<file path="src/rtl/ldg_pkg.sv">
package ldg_pkg;

    typedef enum logic [2:0] {
        ST_IDLE,
        ST_OUTER,
        ST_MID,
        ST_HAVE,
        ST_FLUSH,
        ST_DONE
    } ldg_state_e;

endpackage

</file>
<file path="src/rtl/ldg_floor_mod.sv">
module ldg_floor_mod #(
    parameter int DIV = 4,
    parameter int W   = 13
) (
    input  logic signed [W-1:0] num,
    output logic signed [W-1:0] rem
);
    localparam logic signed [W-1:0] DV = W'(DIV);

    generate
        if (DIV == 1) begin : g_unit
            assign rem = '0;
        end else begin : g_mod
            logic signed [W-1:0] raw;
            always_comb begin
                raw = num % DV;
                if (raw < 0) begin
                    rem = raw + DV;
                end else begin
                    rem = raw;
                end
            end
        end
    endgenerate

endmodule

</file>
<file path="src/rtl/ldg_hold_reg.sv">
module ldg_hold_reg #(
    parameter int W = 5
) (
    input  logic         clk,
    input  logic         rst_n,
    input  logic         load,
    input  logic         drop,
    input  logic [W-1:0] d1,
    input  logic [W-1:0] d2,
    input  logic [W-1:0] d3,
    output logic [W-1:0] q1,
    output logic [W-1:0] q2,
    output logic [W-1:0] q3,
    output logic         full
);
    always_ff @(posedge clk or negedge rst_n) begin
        if (!rst_n) begin
            q1   <= '0;
            q2   <= '0;
            q3   <= '0;
            full <= 1'b0;
        end else if (load) begin
            q1   <= d1;
            q2   <= d2;
            q3   <= d3;
            full <= 1'b1;
        end else if (drop) begin
            full <= 1'b0;
        end
    end
endmodule

</file>
<file path="src/rtl/ldg_seq_top.sv">
module ldg_seq_top
    import ldg_pkg::*;
#(
    parameter int IDX_MAX = 16,
    parameter int DIAG1   = 1,
    parameter int DIAG2   = 4,
    parameter int DIAG3   = 13,
    parameter int K21     = 2,
    parameter int K31     = 4,
    parameter int K32     = 2
) (
    input  logic                           clk,
    input  logic                           rst_n,
    input  logic                           start,
    input  logic [$clog2(IDX_MAX+1)-1:0]   label1,
    input  logic [$clog2(IDX_MAX+1)-1:0]   label2,
    input  logic [$clog2(IDX_MAX+1)-1:0]   label3,
    output logic                           out_valid,
    input  logic                           out_ready,
    output logic [$clog2(IDX_MAX+1)-1:0]   out_i1,
    output logic [$clog2(IDX_MAX+1)-1:0]   out_i2,
    output logic [$clog2(IDX_MAX+1)-1:0]   out_i3,
    output logic                           out_last,
    output logic                           done
);
    localparam int IW = $clog2(IDX_MAX + 1);
    localparam int CW = IW + 8;
    localparam logic signed [CW-1:0] MAXS = CW'(IDX_MAX);
    localparam logic signed [CW-1:0] ONE  = CW'(1);
    localparam logic signed [CW-1:0] D1S  = CW'(DIAG1);
    localparam logic signed [CW-1:0] D2S  = CW'(DIAG2);
    localparam logic signed [CW-1:0] D3S  = CW'(DIAG3);
    localparam logic signed [CW-1:0] K21S = CW'(K21);
    localparam logic signed [CW-1:0] K31S = CW'(K31);
    localparam logic signed [CW-1:0] K32S = CW'(K32);

    ldg_state_e state, state_nx;

    logic signed [CW-1:0] lab2, lab3;
    logic signed [CW-1:0] c1, c2, c3;
    logic signed [CW-1:0] y1, y2;
    logic signed [CW-1:0] num2, num3, rem2, rem3;
    logic signed [CW-1:0] start2, start3, y2_init;
    logic signed [CW-1:0] nxt1, nxt2, nxt3;
    logic                 buf_full, take, drop;

    // ---------------- offset arithmetic ----------------
    always_comb begin
        num2    = lab2 - ONE - K21S * y1;
        num3    = lab3 - ONE + K31S * y1 + K32S * y2;
        start2  = rem2 + ONE;
        start3  = rem3 + ONE;
        y2_init = (rem2 - num2) / D2S;
        nxt1    = c1 + D1S;
        nxt2    = c2 + D2S;
        nxt3    = c3 + D3S;
    end

    ldg_floor_mod #(.DIV(DIAG2), .W(CW)) u_mod_mid (
        .num (num2),
        .rem (rem2)
    );

    ldg_floor_mod #(.DIV(DIAG3), .W(CW)) u_mod_inner (
        .num (num3),
        .rem (rem3)
    );

    // ---------------- state register ----------------
    always_ff @(posedge clk or negedge rst_n) begin
        if (!rst_n) begin
            state <= ST_IDLE;
        end else begin
            state <= state_nx;
        end
    end

    // ---------------- transitions ----------------
    always_comb begin
        state_nx = state;
        unique case (state)
            ST_IDLE: begin
                if (start) state_nx = ST_OUTER;
            end
            ST_OUTER: begin
                if (c1 > MAXS) begin
                    state_nx = ST_FLUSH;
                end else if (start2 <= MAXS) begin
                    state_nx = ST_MID;
                end
            end
            ST_MID: begin
                if (start3 <= MAXS) begin
                    state_nx = ST_HAVE;
                end else if (nxt2 > MAXS) begin
                    state_nx = ST_OUTER;
                end
            end
            ST_HAVE: begin
                if (take && nxt3 > MAXS) begin
                    state_nx = (nxt2 <= MAXS) ? ST_MID : ST_OUTER;
                end
            end
            ST_FLUSH: begin
                if (!buf_full || out_ready) state_nx = ST_DONE;
            end
            ST_DONE: begin
                state_nx = ST_IDLE;
            end
            default: state_nx = ST_IDLE;
        endcase
    end

    // ---------------- loop counters ----------------
    always_ff @(posedge clk or negedge rst_n) begin
        if (!rst_n) begin
            lab2 <= '0;
            lab3 <= '0;
            c1   <= '0;
            c2   <= '0;
            c3   <= '0;
            y1   <= '0;
            y2   <= '0;
        end else begin
            unique case (state)
                ST_IDLE: begin
                    if (start) begin
                        lab2 <= $signed({{(CW-IW){1'b0}}, label2});
                        lab3 <= $signed({{(CW-IW){1'b0}}, label3});
                        c1   <= $signed({{(CW-IW){1'b0}}, label1});
                        y1   <= '0;
                    end
                end
                ST_OUTER: begin
                    if (c1 <= MAXS) begin
                        if (start2 > MAXS) begin
                            c1 <= nxt1;
                            y1 <= y1 + ONE;
                        end else begin
                            c2 <= start2;
                            y2 <= y2_init;
                        end
                    end
                end
                ST_MID: begin
                    if (start3 <= MAXS) begin
                        c3 <= start3;
                    end else if (nxt2 <= MAXS) begin
                        c2 <= nxt2;
                        y2 <= y2 + ONE;
                    end else begin
                        c1 <= nxt1;
                        y1 <= y1 + ONE;
                    end
                end
                ST_HAVE: begin
                    if (take) begin
                        if (nxt3 <= MAXS) begin
                            c3 <= nxt3;
                        end else if (nxt2 <= MAXS) begin
                            c2 <= nxt2;
                            y2 <= y2 + ONE;
                        end else begin
                            c1 <= nxt1;
                            y1 <= y1 + ONE;
                        end
                    end
                end
                default: ;
            endcase
        end
    end

    // ---------------- output stage ----------------
    always_comb begin
        take = (state == ST_HAVE)  && (!buf_full || out_ready);
        drop = (state == ST_FLUSH) && buf_full && out_ready;
    end

    ldg_hold_reg #(.W(IW)) u_hold (
        .clk   (clk),
        .rst_n (rst_n),
        .load  (take),
        .drop  (drop),
        .d1    (c1[IW-1:0]),
        .d2    (c2[IW-1:0]),
        .d3    (c3[IW-1:0]),
        .q1    (out_i1),
        .q2    (out_i2),
        .q3    (out_i3),
        .full  (buf_full)
    );

    always_comb begin
        out_valid = buf_full && ((state == ST_HAVE) || (state == ST_FLUSH));
        out_last  = buf_full && (state == ST_FLUSH);
        done      = (state == ST_DONE);
    end

    // ---------------- assertions ----------------
    logic          fire;
    logic          chk_have;
    logic [IW-1:0] chk_p1, chk_p2, chk_p3;

    assign fire = out_valid && out_ready;

    always_ff @(posedge clk or negedge rst_n) begin
        if (!rst_n) begin
            chk_have <= 1'b0;
            chk_p1   <= '0;
            chk_p2   <= '0;
            chk_p3   <= '0;
        end else if (state == ST_IDLE) begin
            chk_have <= 1'b0;
        end else if (fire) begin
            chk_have <= 1'b1;
            chk_p1   <= out_i1;
            chk_p2   <= out_i2;
            chk_p3   <= out_i3;
        end
    end

    p_hold_stable_r8: assert property (@(posedge clk) disable iff (!rst_n)
        out_valid && !out_ready |=> out_valid && $stable(out_i1) && $stable(out_i2) && $stable(out_i3));

    p_index_range_r3: assert property (@(posedge clk) disable iff (!rst_n)
        out_valid |-> (out_i1 >= 1) && (int'(out_i1) <= IDX_MAX) && (out_i2 >= 1) &&
                      (int'(out_i2) <= IDX_MAX) && (out_i3 >= 1) && (int'(out_i3) <= IDX_MAX));

    p_lex_order_r7: assert property (@(posedge clk) disable iff (!rst_n)
        fire && chk_have |-> {out_i1, out_i2, out_i3} > {chk_p1, chk_p2, chk_p3});

    p_inner_step_r5: assert property (@(posedge clk) disable iff (!rst_n)
        fire && chk_have && out_i1 == chk_p1 && out_i2 == chk_p2 |->
            int'(out_i3) == int'(chk_p3) + DIAG3);

    p_mid_step_r4: assert property (@(posedge clk) disable iff (!rst_n)
        fire && chk_have && out_i1 == chk_p1 && out_i2 != chk_p2 |->
            ((int'(out_i2) - int'(chk_p2)) % DIAG2) == 0);

    p_done_source_r10: assert property (@(posedge clk) disable iff (!rst_n)
        done |-> $past(fire && out_last));

    p_done_pulse_r10: assert property (@(posedge clk) disable iff (!rst_n)
        done |=> !done);

endmodule

</file>
<file path="config.mk">
export PLATFORM = sky130hd
export DESIGN_NAME = ldg_seq_top
export DESIGN_NICKNAME = d
export VERILOG_FILES = /design/src/rtl/ldg_pkg.sv /design/src/rtl/ldg_floor_mod.sv /design/src/rtl/ldg_hold_reg.sv /design/src/rtl/ldg_seq_top.sv
export SDC_FILE = /design/constraint.sdc
export NUM_CORES = 1
export LEC_CHECK = 0
export ABC_AREA = 1
export BUFFER_PORTS_ARGS = -buffer_cell sky130_fd_sc_hd__buf_2
export CAP_MARGIN = 10
export CORE_MARGIN = 5
export CORE_UTILIZATION = 35
export CTS_CLUSTER_DIAMETER = 120
export DETAILED_ROUTE_END_ITERATION = 10
export PLACE_DENSITY = 0.5
export SYNTH_ARGS = -nofsm -noshare
export SYNTH_HDL_FRONTEND = slang
export SYNTH_SLANG_ARGS = --single-unit
</file>
<file path="constraint.sdc">
create_clock -name clk -period 23 [get_ports clk]
set_clock_uncertainty 0.15 [all_clocks]
set_input_delay 4.6 -clock clk [delete_from_list [all_inputs] [get_ports clk]]
set_output_delay 4.6 -clock clk [all_outputs]
set_load 0.1 [all_outputs]
</file>
==> results.md, run 1 <==
* Outcome: complete, no violations
* CP max FO at 51
* Hold Fails Final Rpt at 0
* Initial DRC count at 346
* Mapped Nets at 1441
* Ports at 37
* Final ANT Viol Nets at 0
* Later-pin clock latency in the skew report at 0.35 ns
* Global route overflow at 0
* Setup TNS at 0 ns
* Clock Sinks at 92
* CP Class: reg2reg
* GRT Total Usage at 0.158
* Die W at 171 um
* DP HPWL at 17100 um
* EDFF count, synth at 0
* Most used cell, CP: nand2_1
* Final Worst Setup Slack at 11.96 ns
* Reg2Reg Setup Slack at 11.96 ns
* Initial Util at 0.352
* Hold EP: y1[11]
* Fillers at 2746
* Die height at 171 um
* Vias in the first global route at 8069
* Unique cell type count in the Yosys netlist at 52
* CTS tree: built
* Post-Syn Area at 0.00908 mm^2
* First-pass GRT wire length at 38900 um
* Endpoint type of the worst setup path: flip-flop
* Clock period minus worst slack at 11.04 ns
* Diode count at 0
* Area Growth Syn to Fin at 8.08%
* Synth warn at 0
* Max-slew headroom at 0.287
* Worst EP arrival at 11.12 ns
* Layout cell share with drive strength beyond 1 at 0.123
* Slowest-stage cell, CP: nand3_2
* Port Buffer Count at 36
* Setup Buffers After CTS at 0
* Core area at 0.0258 mm^2
* Clock Tree Root: clkbuf_16
* Slew Viols, Final at 0
* Die area at 0.0293 mm^2
* Hold buffer count at cts at 0
* Hold WC Path Type: reg2reg
* Reg-to-reg startpoint: lab3[2]
* Worst-margin pin slew at 1.06 ns
* Total CTS buffers at 9
* Post-synthesis async set-or-reset flop share at 1.00
* Worst-case reg-to-reg path depth at 78
* Unrepaired setup endpoints after global routing: no
* Period utilization at 0.480
* Startpoint type of the worst setup path: flip-flop
* Synth Flop Type: dfrtp_1
* Post-cts resize count at 0
* Core Util, Final at 0.381
* Dpl ws at 11.90 ns
* Largest net degree at the start of global routing at 66
* Sequential fraction of the synthesis area at 0.254
* Initial antenna violation count at 0
* DRT Pass-1 Iters at 5
* Flops & latches, synth at 92
* Nets@finish at 1462
* Num rows at 59
* CTS max path bufs at 2
* Hold Crit Depth at 2
* Crit. Startpoint: lab3[2]
* Vias at 8437
* Largest stage delay, worst path at 0.55 ns
* Placer Congestion at 0.783
* Syn Area/Cell at 6.61 um^2
* Post-route DRC at 0
* Hold path start: y1[11]
* Worst EP required at 23.07 ns
* Fmax at 90.6 MHz
* # H-tree levels at 3
* Post-DR vias/cell at 4.86
* Synth Instances at 1374
* Drt total wl at 22500 um
* Max_cap viols at 0
* Setup-failing EPs final at 0
* Routed wire per std cell at 13.0 um
* Worst-path clk slew at 0.08 ns
* Reg2reg end: y2[1]
[sequential cells by signal, indices dropped and copies added, names as in the netlist]
register,flops
u_hold.q1,5
c1,13
c2,13
y2,12
y1,12
lab3,5
lab2,5
u_hold.q3,5
c3,13
u_hold.q2,5
u_hold.full,1
state,3
[layout make-up]
type	instances	area (um^2)	share of cell area
Multi-Input combinational cell	1057	5850	0.596
Sequential cell	92	2300	0.235
Tap cell	335	419	0.0427
Timing Repair Buffer	42	228	0.0232
Inverter	193	727	0.0741
Clock buffer	11	243	0.0247
Clock inverter	5	42.5	0.00434
[kinds of logic (layout without fill, tap and decap cells)]
kind of cell / count (synthesis) / count (layout) / share of synthesized area
mux: 9 / 9 / 0.0109
flops: 92 / 92 / 0.254
buf+inv: 225 / 251 / 0.103
simple gates: 815 / 815 / 0.417
compound gates: 127 / 127 / 0.0824
fa+ha+maj: 48 / 48 / 0.0761
xor+xnor: 58 / 58 / 0.0568
[worst max path at each step]
stage	to	cells after the start
2_1_floorplan	c2[4]	79
3_3_place_gp	c2[7]	78
3_5_place_dp	c2[9]	78
4_1_cts	c2[9]	78
5_1_grt	y2[10]	74
6_report	y2[1]	78
[critical path, delay by kind of cell (launching register included)]
family                     cells  cell delay, ns
AOI/OAI and AO/OA              2            0.20
adders and majority gates      5            1.62
buffers and inverters          7            1.07
DFF                            1            0.42
and+or+nand+nor               64            7.44
[placed cells by master (no fill, tap or decap), types with 2 or more instances in the layout]
cell type and count:
a21oi_1 38, a31oi_1 4, a32o_1 4, and2_1 3, buf_2 35, buf_4 7
clkbuf_16 9, dfrtp_1 92, fa_1 12, ha_1 36, inv_1 171, inv_2 21
inv_6 2, mux2_2 7, mux2i_1 2, nand2_1 415, nand2_2 39, nand2_4 8
nand3_1 100, nand3_2 12, nand3_4 4, nand3b_1 3, nand4_1 75, nor2_1 113
nor2_2 6, nor2_4 2, nor3_1 20, nor4_1 7, o211ai_1 4, o211ai_2 2
o21ai_0 52, o21ai_1 6, o21ai_2 2, o21bai_1 5, o32ai_1 2, or2_2 4
xnor2_1 10, xor2_1 47
[cell usage after synthesis (all sizes together) (2+ instances only)]
master	number	area [um^2]
fa	12	240
o211ai	6	55.1
ha	36	450
clkbuf	14	52.6
a32o	4	40.0
nand2	462	1890
and2	3	18.8
xor2	48	428
nand3	116	691
a31oi	4	25.0
o32ai	2	17.5
nand4	75	469
a21oi	39	206
o21ai	60	308
or2	4	25.0
xnor2	10	87.6
nor3	21	116
mux2i	2	20.0
mux2	7	78.8
o21bai	5	37.5
nor2	121	484
nand3b	4	33.8
nor4	8	50.1
dlygate4sd1	4	35.0
inv	193	727
buf	14	118
dfrtp	92	2300
[metrics by stage]
| stage | cell area [um^2] | instances | hold WS (ns) |
|---|---|---|---|
| 2_1_floorplan | 9080 | 1374 | 0.292 |
| 3_3_place_gp | 9520 | 1719 | 0.307 |
| 3_5_place_dp | 9520 | 1719 | 0.310 |
| 4_1_cts | 9810 | 1735 | 0.329 |
| 5_1_grt | 9810 | 1735 | 0.365 |
| 6_report | 9810 | 1735 | 0.325 |
[layer usage]
metal | global-route usage | share of wire | vias to the layer above
li1 | - | - | 4504
met1 | 0.225 | 0.51 | 3839
met2 | 0.259 | 0.46 | 79
met3 | 0.0240 | 0.023 | 15
met4 | 0.0262 | 0.0069 | 0
met5 | 0 | 0 | -
Power of run 1 is left out: the tool's default activity adds up to more than one toggle a clock period on the data nets, which glitch-free logic cannot reach.
==> inputs of run 2 (changes only) <==
Settings changed: ABC_AREA 1 to 0, PLACE_DENSITY 0.5 to 0.52.
Clock period 23 ns to 9.2 ns, I/O delays scaled along.
==> run 2 against run 1 <==
- the run now ends with setup timing left
- area after synthesis rose by 14%
- fmax grew 7.8%
- count of clock-buffer cells in the layout unchanged
- first-iteration DRC count increased by 130%
- worst hold slack about the same
- flip-flop and latch count did not move
- routed wire length is 55% higher
- critical path depth decreased by 28
==> results.md, run 2 <==
* Synth warn at 0
* Synth cell count leaders: 97 x nand2_1, 92 x dfrtp_1, 81 x nor2_1
* Hold Crit Depth at 1
* Unrepaired setup endpoints after global routing: yes
* Initial Util at 0.353
* Later-pin clock latency in the skew report at 0.35 ns
* Worst EP required at 9.29 ns
* Reg2Reg Setup Slack at -1.04 ns
* Initial DRC count at 800
* Clock Tree Root: clkbuf_16
* Setup-failing EPs final at 63
* Diode count at 0
* Mapped Nets at 1351
* Multi-input logic area at 0.00872 mm^2
* Largest stage delay, worst path at 0.43 ns
* Vias in the first global route at 11400
* Placer Congestion at 0.925
* Fmax at 97.7 MHz
* Drt total wl at 34800 um
* Clock Sinks at 92
* Hold EP: c2[11]
* Outcome: finished with violations
* Routed wire per std cell at 17.2 um
* Core area at 0.0294 mm^2
* EDFF count, synth at 0
* CP max FO at 8
* Most used cell, CP: buf_6
* Post-Syn Area at 0.0104 mm^2
* Startpoint type of the worst setup path: flip-flop
* Initial antenna violation count at 0
* Total CTS buffers at 9
* Slowest-stage cell, CP: or3_4
* DP HPWL at 26200 um
* Worst EP arrival at 10.33 ns
* Commonest non-fill, non-tap cell in the layout: buf_4
* Die W at 182 um
* Slew Viols, Final at 0
* Final ANT Viol Nets at 0
* Global route overflow at 0
* Reg2reg end: c3[2]
* Count leader, synth: nand2_1
* CP Class: reg2reg
* DRT Pass-1 Iters at 6
* Post-synth top area share at 0.222
* Post-DR vias/cell at 5.69
* Worst-path clk slew at 0.07 ns
* Synth area leader: dfrtp_1
* Largest regs: c1 x13, c2 x13, c3 x13
* Hold Fails Final Rpt at 0
* Reg-to-reg startpoint: lab3[1]
* Area Growth Syn to Fin at 45.8%
* Placed Instances at 1967
* Flops & latches, synth at 92
* Max-slew headroom at 0.244
* Period utilization at 1.11
* Die height at 182 um
* Worst-margin pin slew at 1.13 ns
* First-pass GRT wire length at 57400 um
* Hold path start: c2[11]
* Clock period minus worst slack at 10.24 ns
* Endpoint type of the worst setup path: flip-flop
* Ports at 37
* GRT Total Usage at 0.203
* Unique cell type count in the Yosys netlist at 112
* CTS max path bufs at 2
* Layout cell share with drive strength beyond 1 at 0.412
* Most frequent cells in the layout: 337 x buf_4, 92 x nand2_1, 92 x dfrtp_1, 64 x nor2_1, 62 x nand3_1
* Top post-synthesis cells by area: dfrtp_1 22%, ha_1 4.3%, nand2_1 3.5%
* # H-tree levels at 3
* Crit. Startpoint: lab3[1]
* Hold WC Path Type: reg2reg
* Synth Flop Type: dfrtp_1
* Hold buffer count at cts at 0
* Synth Instances at 1284
* CP top delay family: compound AO/OA/AOI/OAI gates
* Worst-case reg-to-reg path depth at 50
* Failing checks: setup timing
* Final Worst Setup Slack at -1.04 ns
* Worst Hold Margin at 0.325 ns
* Port Buffer Count at 36
* Largest net degree at the start of global routing at 62
* Nets@finish at 1696
* Post-route DRC at 0
* Post-synthesis async set-or-reset flop share at 1.00
* Vias at 11500
* Sequential fraction of the synthesis area at 0.222
* CTS tree: built
* Worst Path Buf+Inv at 13
* Num rows at 63
* Core Util, Final at 0.514
* Register area at 0.00230 mm^2
* Syn Area/Cell at 8.07 um^2
* Die area at 0.0332 mm^2
* Final cell count without fillers at 2024
* Fillers at 2775
* Max_cap viols at 0
[run 2: cell count changes after synthesis, sizes merged, moves of 30 or more]
cell	delta
nand2	-362
inv	-132
nand4	-56
nand3	-43
a31oi	+36
nor2	-36
nor3	+32
a21oi	+31
xor2	-30
[run 2: cells by family after synthesis]
logic type               Yosys count  share of synthesized area
flip-flops                        92                      0.222
multiplexers                      37                     0.0392
XOR/XNOR                          56                     0.0480
adder cells (fa/ha/maj)           48                     0.0666
AO/OA/AOI/OAI                    447                      0.329
AND/OR/NAND/NOR                  475                      0.243
buffers and inverters            129                     0.0519
[run 2: repair_timing]
| item | in CTS | in global routing |
|---|---|---|
| hold endpoints to repair | 0 | 0 |
| cloned | 1 | 1 |
| setup buffers | 26 | 15 |
| setup endpoints to repair | 63 | 63 |
| pin swaps | 50 | 46 |
| resized for setup | 87 | 80 |
[run 2: metal layers]
layer  vias to the layer above  track usage  part of all wire
met5                         -            0                 0
met4                         0       0.0498             0.019
met3                        56       0.0144             0.030
met2                       274        0.355              0.49
met1                      5534        0.273              0.46
li1                       5647            -                 -
[run 2: worst max-delay path by stage]
stage / cells past startpoint / endpoint / slack (ns)
after floorplan: 43 / y1[11] / -0.81
after global placement: 46 / y1[6] / -1.24
after detailed placement: 44 / y1[6] / -1.33
after CTS: 45 / c2[12] / -0.99
after global routing: 49 / c3[2] / -1.48
final: 50 / c3[2] / -1.04
[run 2: area by class of cell]
cell class / count / share of cell area
tap: 390 / 0.0323
multi-input combinational: 1064 / 0.577
sequential: 92 / 0.152
clock buffer: 11 / 0.0161
clock inverter: 5 / 0.00232
timing repair buffer: 400 / 0.205
inverter: 62 / 0.0155
[run 2: through the flow]
step / TNS [ns] / cell area (um^2) / setup WS, ns
2_1_floorplan: -45.84 / 10800 / -0.807
3_3_place_gp: -71.37 / 13600 / -1.24
3_5_place_dp: -75.52 / 13600 / -1.33
4_1_cts: -58.19 / 14500 / -0.993
5_1_grt: -87.14 / 15100 / -1.48
6_report: -59.29 / 15100 / -1.04
Power of run 2 is left out for the same reason.
==> inputs of run 3 (changes only) <==
Settings changed: CELL_PAD_IN_SITES_DETAIL_PLACEMENT set to 1, CELL_PAD_IN_SITES_GLOBAL_PLACEMENT set to 2, GPL_ROUTABILITY_DRIVEN set to 0, PLACE_DENSITY 0.52 to 0.78.
==> run 3 against run 2 <==
- cell count grew 1.9%
- first-iteration DRC count shrank 28%
- routed wire length grew 20%
- count of clock-buffer cells in the layout grew 1
- flip-flop and latch count is the same
- non-clock buffer count grew 40
- via count grew 5.1%
- the run still ends with setup timing left
==> results.md, run 3 (synthesis results as in run 2) <==
* Clock period minus worst slack at 10.70 ns
* Vias in the first global route at 12800
* Routed wire per std cell at 20.3 um
* Worst EP arrival at 10.79 ns
* Slowest-stage cell, CP: nor4_4
* Worst Path Buf+Inv at 7
* Final cell count without fillers at 2063
* Final ANT Viol Nets at 0
* GRT Total Usage at 0.234
* Die height at 182 um
* Most frequent cells in the layout: 377 x buf_4, 93 x nand2_1, 91 x dfrtp_1, 66 x nor2_1, 61 x nand3_1
* Placed Instances at 1982
* Failing checks: setup timing
* CP max FO at 8
* DRT Pass-1 Iters at 5
* Total CTS buffers at 9
* Fmax at 93.5 MHz
* Later-pin clock latency in the skew report at 0.35 ns
* Hold WC Path Type: reg2reg
* Endpoint type of the worst setup path: flip-flop
* Diode count at 0
* Post-route DRC at 0
* Layout cell share with drive strength beyond 1 at 0.438
* First-pass GRT wire length at 65600 um
* Drt total wl at 41800 um
* Setup-failing EPs final at 63
* CP top delay family: simple AND/OR/NAND/NOR gates
* Core area at 0.0294 mm^2
* Startpoint type of the worst setup path: flip-flop
* Port Buffer Count at 36
* Final Cell Area at 0.0156 mm^2
* Hold Fails Final Rpt at 0
* # H-tree levels at 3
* Initial Util at 0.353
* Commonest non-fill, non-tap cell in the layout: buf_4
* Largest stage delay, worst path at 0.48 ns
* CP Class: reg2reg
* Final Worst Setup Slack at -1.50 ns
* Unrepaired setup endpoints after global routing: yes
* Worst EP required at 9.29 ns
* Area Growth Syn to Fin at 50.3%
* Nets@finish at 1735
* CTS max path bufs at 2
* Initial antenna violation count at 1
* Worst-path clk slew at 0.07 ns
* Placed instance area at 0.0137 mm^2
* Worst Hold Margin at 0.311 ns
* Global route overflow at 0
* Slew Viols, Final at 0
* Initial DRC count at 578
* Outcome: finished with violations
* Vias at 12100
* Max_cap viols at 0
* Largest regs: c1 x13, c2 x13, c3 x13
* Clock Sinks at 92
* Num rows at 63
* CTS tree: built
* Post-DR vias/cell at 5.86
* Clock Tree Root: clkbuf_16
* Setup TNS at -87.74 ns
* Period utilization at 1.16
* Max-slew headroom at 0.220
* Worst-margin pin slew at 1.17 ns
* Most used cell, CP: buf_12
* Largest net degree at the start of global routing at 70
* Ports at 37
* Die area at 0.0332 mm^2
* Die W at 182 um
* DP HPWL at 29500 um
## run 3: cell types whose count changed in the layout (fill, tap and decap cells not counted), moves of 4 or more
cell     delta
and2_4      +4
o21ai_1     -4
o31ai_2     +6
buf_4      +40
o31ai_1     -4
## run 3: timing repair
action | CTS | global route
endpoints found under the setup margin | 63 | 63
resized for setup | 102 | 96
setup buffers | 30 | 39
gates cloned | 1 | 0
pin swaps | 46 | 70
hold buffers | 0 | 0
endpoints found under the hold margin | 0 | 0
## run 3: path summary, 6_finish.rpt
path | from | endpoint | slack (ns) | cells after the start
min | c2[11] | c2[11] | 0.31 | 1
max reg2reg | lab3[0] | c2[12] | -1.50 | 45
min in group asynchronous | rst_n | c2[8] | 1.24 | 1
max | lab3[0] | c2[12] | -1.50 | 45
max in group asynchronous | rst_n | lab3[0] | 6.32 | 2
min reg2reg | c2[11] | c2[11] | 0.31 | 1
## run 3: final cells by class
cell class                      instances  area, um^2
Tap cell                              390         488
Multi-Input combinational cell       1063        8840
Timing Repair Buffer                  440        3390
Sequential cell                        92        2300
Fill cell                            3432       13800
Clock inverter                          4        55.1
Inverter                               62         236
Clock buffer                           12         256
## run 3: per-layer routing
layer / wire length (um) / track usage / vias up
li1: - / - / 5728
met1: 17900 / 0.292 / 6097
met2: 22200 / 0.438 / 207
met3: 672 / 0.0136 / 66
met4: 1020 / 0.0621 / 0
met5: 0 / 0 / -
## run 3: metrics by stage
step            util  setup slack, ns
6_report       0.530            -1.50
3_5_place_dp   0.467            -1.62
2_1_floorplan      -           -0.807
3_3_place_gp   0.467            -1.33
5_1_grt        0.530            -1.95
4_1_cts        0.506            -1.26
Power of run 3 is left out for the same reason.
